==> config.mk <==
export PLATFORM = sky130hd
export DESIGN_NAME = stby_ctrl
export DESIGN_NICKNAME = d
export VERILOG_FILES = /design/src/rtl/stby_pkg.sv /design/src/rtl/stby_edge.sv /design/src/rtl/stby_gate.sv /design/src/rtl/stby_seq.sv /design/src/rtl/stby_ctrl.sv
export SDC_FILE = /design/constraint.sdc
export NUM_CORES = 1
export LEC_CHECK = 0
export ABC_AREA = 0
export BUFFER_PORTS_ARGS = -buffer_cell sky130_fd_sc_hd__buf_2
export CORE_UTILIZATION = 35
export CTS_CLUSTER_SIZE = 40
export DETAILED_ROUTE_END_ITERATION = 16
export PLACE_DENSITY = 0.72
export SYNTH_ARGS = -nofsm -noshare
export SYNTH_HDL_FRONTEND = slang
export SYNTH_SLANG_ARGS = --single-unit
==> constraint.sdc <==
create_clock -name clk -period 1.45 [get_ports clk]
set_input_delay 0.29 -clock clk [delete_from_list [all_inputs] [get_ports clk]]
set_output_delay 0.29 -clock clk [all_outputs]
set_load 0.02 [all_outputs]
==> src/rtl/stby_pkg.sv <==
package stby_pkg;
   typedef enum logic [1:0] {
      ST_RUN  = 2'd0,
      ST_STBY = 2'd1,
      ST_WAKE = 2'd2
   } stby_state_e;
endpackage

==> src/rtl/stby_edge.sv <==
module stby_edge #(
   parameter int STAGES = 2
) (
   input  logic clk,
   input  logic rst_n,
   input  logic pin,
   output logic rise
);
   logic [STAGES-1:0] sync_q;
   logic              prev_q;

   always_ff @(posedge clk or negedge rst_n) begin
      if (!rst_n) begin
         sync_q <= '0;
         prev_q <= 1'b0;
      end else begin
         sync_q <= {sync_q[STAGES-2:0], pin};
         prev_q <= sync_q[STAGES-1];
      end
   end

   assign rise = sync_q[STAGES-1] & ~prev_q;
endmodule

==> src/rtl/stby_gate.sv <==
module stby_gate #(
   parameter int NUM_RTC   = 5,
   parameter int RTC_SEL_W = 3
) (
   input  logic                 wfi_strobe,
   input  logic                 wfe_strobe,
   input  logic                 isr_ret_strobe,
   input  logic                 deep_sleep,
   input  logic                 sleep_on_exit,
   input  logic                 pdown_sel,
   input  logic                 irq_pending,
   input  logic                 evt_pending,
   input  logic                 wake_flag,
   input  logic [NUM_RTC-1:0]   rtc_flags,
   input  logic [RTC_SEL_W-1:0] rtc_sel,
   output logic                 enter
);
   logic sel_flag;
   logic base_ok;

   // an index past the flag vector counts as a set flag, so entry is refused
   always_comb begin
      sel_flag = 1'b1;
      for (int i = 0; i < NUM_RTC; i++) begin
         if (rtc_sel == RTC_SEL_W'(i)) sel_flag = rtc_flags[i];
      end
   end

   assign base_ok = deep_sleep & pdown_sel & ~wake_flag & ~sel_flag;

   assign enter = base_ok & ((wfi_strobe & ~irq_pending) |
                             (wfe_strobe & ~evt_pending) |
                             (isr_ret_strobe & sleep_on_exit & ~irq_pending));
endmodule

==> src/rtl/stby_seq.sv <==
module stby_seq
   import stby_pkg::*;
#(
   parameter int RST_CYCLES = 4
) (
   input  logic clk,
   input  logic rst_n,
   input  logic enter,
   input  logic wake,
   output logic in_stby,
   output logic in_wake,
   output logic wake_hit
);
   localparam int CNT_W = (RST_CYCLES > 1) ? $clog2(RST_CYCLES) : 1;
   localparam logic [CNT_W-1:0] CNT_LAST = CNT_W'(RST_CYCLES - 1);

   stby_state_e      state_q;
   logic [CNT_W-1:0] cnt_q;

   always_ff @(posedge clk or negedge rst_n) begin
      if (!rst_n) begin
         state_q <= ST_RUN;
         cnt_q   <= '0;
      end else begin
         unique case (state_q)
            ST_RUN:  if (enter) state_q <= ST_STBY;
            ST_STBY: if (wake) begin
               state_q <= ST_WAKE;
               cnt_q   <= '0;
            end
            ST_WAKE: begin
               if (cnt_q == CNT_LAST) state_q <= ST_RUN;
               else                   cnt_q   <= cnt_q + 1'b1;
            end
            default: state_q <= ST_RUN;
         endcase
      end
   end

   assign in_stby  = (state_q == ST_STBY);
   assign in_wake  = (state_q == ST_WAKE);
   assign wake_hit = in_stby & wake;
endmodule

==> src/rtl/stby_ctrl.sv <==
module stby_ctrl #(
   parameter int NUM_RTC     = 5,
   parameter int RTC_SEL_W   = 3,
   parameter int SYNC_STAGES = 2,
   parameter int RST_CYCLES  = 4
) (
   input  logic                 clk,
   input  logic                 rst_n,
   input  logic                 wfi_strobe,
   input  logic                 wfe_strobe,
   input  logic                 isr_ret_strobe,
   input  logic                 deep_sleep,
   input  logic                 sleep_on_exit,
   input  logic                 pdown_sel,
   input  logic                 irq_pending,
   input  logic                 evt_pending,
   input  logic                 wake_flag,
   input  logic [NUM_RTC-1:0]   rtc_flags,
   input  logic [RTC_SEL_W-1:0] rtc_sel,
   input  logic                 wake_pin,
   input  logic                 ext_rst_req,
   input  logic                 wdg_rst_req,
   input  logic                 wdg_start,
   input  logic                 flag_clr,
   output logic                 stby_req,
   output logic                 dom_rst,
   output logic                 stby_flag,
   output logic                 wdg_active
);
   if (NUM_RTC < 1) begin : g_bad_rtc
      $error("NUM_RTC must be at least 1");
   end
   if ((2 ** RTC_SEL_W) < NUM_RTC) begin : g_bad_sel
      $error("RTC_SEL_W too narrow for NUM_RTC");
   end
   if (SYNC_STAGES < 2) begin : g_bad_sync
      $error("SYNC_STAGES must be at least 2");
   end
   if (RST_CYCLES < 1) begin : g_bad_rst
      $error("RST_CYCLES must be at least 1");
   end

   logic pin_rise;
   logic enter;
   logic wake_any;
   logic wake_hit;
   logic flag_q;
   logic wdg_q;

   stby_edge #(.STAGES(SYNC_STAGES)) u_edge (
      .clk   (clk),
      .rst_n (rst_n),
      .pin   (wake_pin),
      .rise  (pin_rise)
   );

   stby_gate #(.NUM_RTC(NUM_RTC), .RTC_SEL_W(RTC_SEL_W)) u_gate (
      .wfi_strobe     (wfi_strobe),
      .wfe_strobe     (wfe_strobe),
      .isr_ret_strobe (isr_ret_strobe),
      .deep_sleep     (deep_sleep),
      .sleep_on_exit  (sleep_on_exit),
      .pdown_sel      (pdown_sel),
      .irq_pending    (irq_pending),
      .evt_pending    (evt_pending),
      .wake_flag      (wake_flag),
      .rtc_flags      (rtc_flags),
      .rtc_sel        (rtc_sel),
      .enter          (enter)
   );

   assign wake_any = pin_rise | (|rtc_flags) | ext_rst_req | wdg_rst_req;

   stby_seq #(.RST_CYCLES(RST_CYCLES)) u_seq (
      .clk      (clk),
      .rst_n    (rst_n),
      .enter    (enter),
      .wake     (wake_any),
      .in_stby  (stby_req),
      .in_wake  (dom_rst),
      .wake_hit (wake_hit)
   );

   // preserved flag: only the power-on reset clears it, set beats clear
   always_ff @(posedge clk or negedge rst_n) begin
      if (!rst_n)        flag_q <= 1'b0;
      else if (wake_hit) flag_q <= 1'b1;
      else if (flag_clr) flag_q <= 1'b0;
   end

   // watchdog run indication: stopped only by a reset of either kind
   always_ff @(posedge clk or negedge rst_n) begin
      if (!rst_n)         wdg_q <= 1'b0;
      else if (dom_rst)   wdg_q <= 1'b0;
      else if (wdg_start) wdg_q <= 1'b1;
   end

   assign stby_flag  = flag_q;
   assign wdg_active = wdg_q;
endmodule

==> results.txt <==
----------------------------------------------------
[Run status]
  Status ... complete, but fails checks
  Violated checks ... negative setup slack

[Placed design]
  Final weighted congestion of routability-driven global placement ... 0.720
  Area of placed instances ... 777 µm²
  Placed Instances ... 105
  Detailed-placement wirelength estimate ... 991 µm
  Port buffer count ... 27

[Logic synthesis]
  Prevailing post-synth register cell ... sky130_fd_sc_hd__dfrtp_1
  Mapped Cells ... 57
  Most frequent cells after synthesis ... sky130_fd_sc_hd__dfrtp_1 (9), sky130_fd_sc_hd__inv_1 (6), sky130_fd_sc_hd__nand2b_1 (5), sky130_fd_sc_hd__nand3_1 (5)
  Number of flops mapped to enable cells by yosys ... 0
  Share of async-settable or async-resettable flops after synthesis ... 100%
  Netlist area before placement ... 584 µm²
  Post-synth net total ... 85
  Most numerous cell in the Yosys netlist ... sky130_fd_sc_hd__dfrtp_1
  Number of synthesis warnings ... 0
  Part of the Yosys area used for sequential elements ... 38.5%
  Synth unique cells ... 26
  Cell taking the most area after synthesis ... sky130_fd_sc_hd__dfrtp_1
  Mean post-synth cell area ... 10.3 µm²
  Area share of the leading cell type in the synthesized netlist ... 38.5%
  Seq cells post-synth ... 9
  Leading cell types by total area after synthesis ... sky130_fd_sc_hd__dfrtp_1 (39%), sky130_fd_sc_hd__ha_1 (8.6%), sky130_fd_sc_hd__nand2b_1 (5.4%)

[Routing]
  Total number of vias ... 587
  First-pass detailed-route iteration total ... 3
  Avg Vias per Cell ... 5.24
  Wirelength, routed ... 1.23 mm
  DRC marker count from the first detailed-route iteration ... 2
  Detailed-route DRC error count ... 0
  Number of routed nets with antenna violations ... 0
  Routed len/inst ... 11.0 µm

[Layout]
  Non-filler cells, final ... 112
  Final design utilization ... 55.3%
  Share of layout cells above drive strength 1 ... 54.2%
  Final non-filler cell area ... 852 µm²
  Number of inserted diodes ... 0
  Net count, final ... 125
  Syn-to-layout area delta ... 45.8%

[Setup path]
  Endpoint class of the critical path ... output port
  Maximum fanout encountered on the critical timing path ... 5
  Crit path DAT ... 1.16 ns
  Crit path launch type ... flip-flop
  Critical path start-end classification ... reg -> out
  Required time worst endpoint ... 1.16 ns

[Timing]
  Clk_skew ... 0.00169 ns
  Final Hold Viols ... 0
  Max-slew headroom ... 76.0%
  Final Worst Setup Slack ... -0.0000563 ns
  Peak Freq ... 0.690 GHz
  Number of setup violations in the final report ... 1
  Share of the clock period used by the worst path ... 100%
  Worst hold slack across all endpoints ... 0.130 ns
  Unrepaired setup endpoints after global routing ... yes
  Number of pins exceeding their max-slew limit in the final report ... 0
  Transition time at the pin with the least slew margin ... 0.357 ns
  Minimum clock period after layout ... 1.45 ns

[Clock tree]
  TritonCTS clock tree ... yes
  TritonCTS Buffers ... 3
  Maximum level of the CTS H-tree ... 1
  Clock latency on the worst-skew pair ... 0.26 ns
  Clock slew at reported path FFs ... 0.07 ns
  Root Buffer Master ... sky130_fd_sc_hd__clkbuf_4
  Count of clock tree sinks ... 9
  Maximum clock insertion buffer count ... 2

[Power and ir drop]
  Final total power ... 0.00122 W
  VDD IR-drop max ... 0.784 mV
  Power density cells ... 1430 nW/µm²
  Leakage power summed over all cells ... 0.410 nW

[Global routing]
  Total grt overflow ... 0
  Antenna violations before repair ... 0
  Wire length of the first global-routing pass ... 2.19 mm
  Via count of the first global-routing pass ... 589
  Pin count of the biggest net entering global routing ... 10
  Total global-route track usage ... 16.1%

[Floorplanning]
  Boundary Pins ... 28
  Row cnt ... 14
  Horiz. Die Dim ... 42.9 µm
  Die Y-Extent ... 42.9 µm
  Die footprint ... 1840 µm²
  CORE AREA ... 1540 µm²
  Initial Util ... 37.9%

[Run]
  Max-Cap Viols ... 0

[Min path]
  Class of the worst hold path ... in -> reg

----------------------------------------------------
## worst max-delay path, stage by stage (launching register included)
cell,delay [ns]
sky130_fd_sc_hd__dfrtp_1,0.40
sky130_fd_sc_hd__buf_4,0.14
sky130_fd_sc_hd__ha_2,0.20
sky130_fd_sc_hd__buf_4,0.16
## routing by layer
layer | GRT usage [%] | routed length, µm | up-vias
met5 | 0 | 0 | -
met4 | 7.50 | 9 | 0
met3 | 3.83 | 66 | 2
met2 | 29.1 | 659 | 16
met1 | 17.2 | 498 | 275
li1 | - | - | 294
## cell type report
cell class,count,area (µm²)
repair buffers,35,203
clock inverters,1,5.00
inverters,6,22.5
clock buffers,3,22.5
multi-input cells,42,354
flip-flops and latches,9,225
fillers,146,689
well taps,16,20.0
## placed cells by master, fill, tap and decap left out, drive strengths merged
cell	Yosys	final
ha	4	4
or3	1	1
a41o	1	1
o21ai	2	2
inv	6	6
a21o	1	1
clkinv	0	1
nand2	4	4
a32oi	1	1
o211ai	2	2
o31ai	1	1
mux2	2	2
nand3b	1	1
nor2	3	3
nor3	1	1
nor4	1	1
nand3	5	5
o2111ai	1	1
buf	0	34
o22ai	1	1
or4b	1	1
dlygate4sd3	0	1
dfrtp	9	9
o311ai	1	1
nand2b	5	5
clkbuf	0	3
a311oi	1	1
nand4	1	1
o32a	1	1
## metrics by stage
stage	TNS, ns	worst slack, ns
after floorplan	0	0.0141
after global placement	0	0.0209
after detailed placement	-0.000708	-0.000708
after CTS	0	0.00245
after global routing	-0.0694	-0.0354
final	-0.0000563	-0.0000563
## timing repair
item,4_1_cts,5_1_grt
endpoints found under the hold margin,9,0
resized for setup,4,4
pin swaps,0,0
endpoints found under the setup margin,3,3
hold buffers,1,0
buffers inserted,1,1
## sequential cells by signal (all words and copies together), names as in the netlist
register	count
stby_flag	1
u_edge.prev_q	1
u_edge.sync_q	2
u_seq.cnt_q	2
u_seq.state_q	2
wdg_active	1
## kinds of logic after synthesis
family | after synthesis | share of synthesized area (%)
compound gates | 13 | 22.3
fa+ha+maj | 4 | 8.57
buf+inv | 6 | 3.85
flops | 9 | 38.5
simple gates | 23 | 22.9
mux | 2 | 3.85
## worst paths after layout
kind | slack [ns] | endpoint | depth (start not counted) | start
worst min register to register | 0.35 | u_edge.sync_q[1]$_DFF_PN0_ | 0 | u_edge.sync_q[0]$_DFF_PN0_
worst max-delay path | -0.00006 | stby_req | 3 | u_seq.state_q[0]$_DFFE_PN0P_
max in group asynchronous | 0.87 | u_seq.state_q[1]$_DFFE_PN0P_ | 2 | rst_n
worst max register to register | 0.03 | u_seq.cnt_q[0]$_DFFE_PN0P_ | 5 | u_seq.state_q[0]$_DFFE_PN0P_
worst min-delay path | 0.13 | u_edge.sync_q[0]$_DFF_PN0_ | 1 | wake_pin
min in group asynchronous | 0.40 | u_seq.cnt_q[0]$_DFFE_PN0P_ | 2 | rst_n
## power breakdown
group	leakage, nW	switching [W]	internal [W]	total (W)
combinational	0.279	0.000322	0.000348	0.000669
clock	0.0177	0.0000948	0.000102	0.000197
sequential	0.113	0.0000386	0.000313	0.000352
No activity file was read; power rests on OpenSTA's default activity.
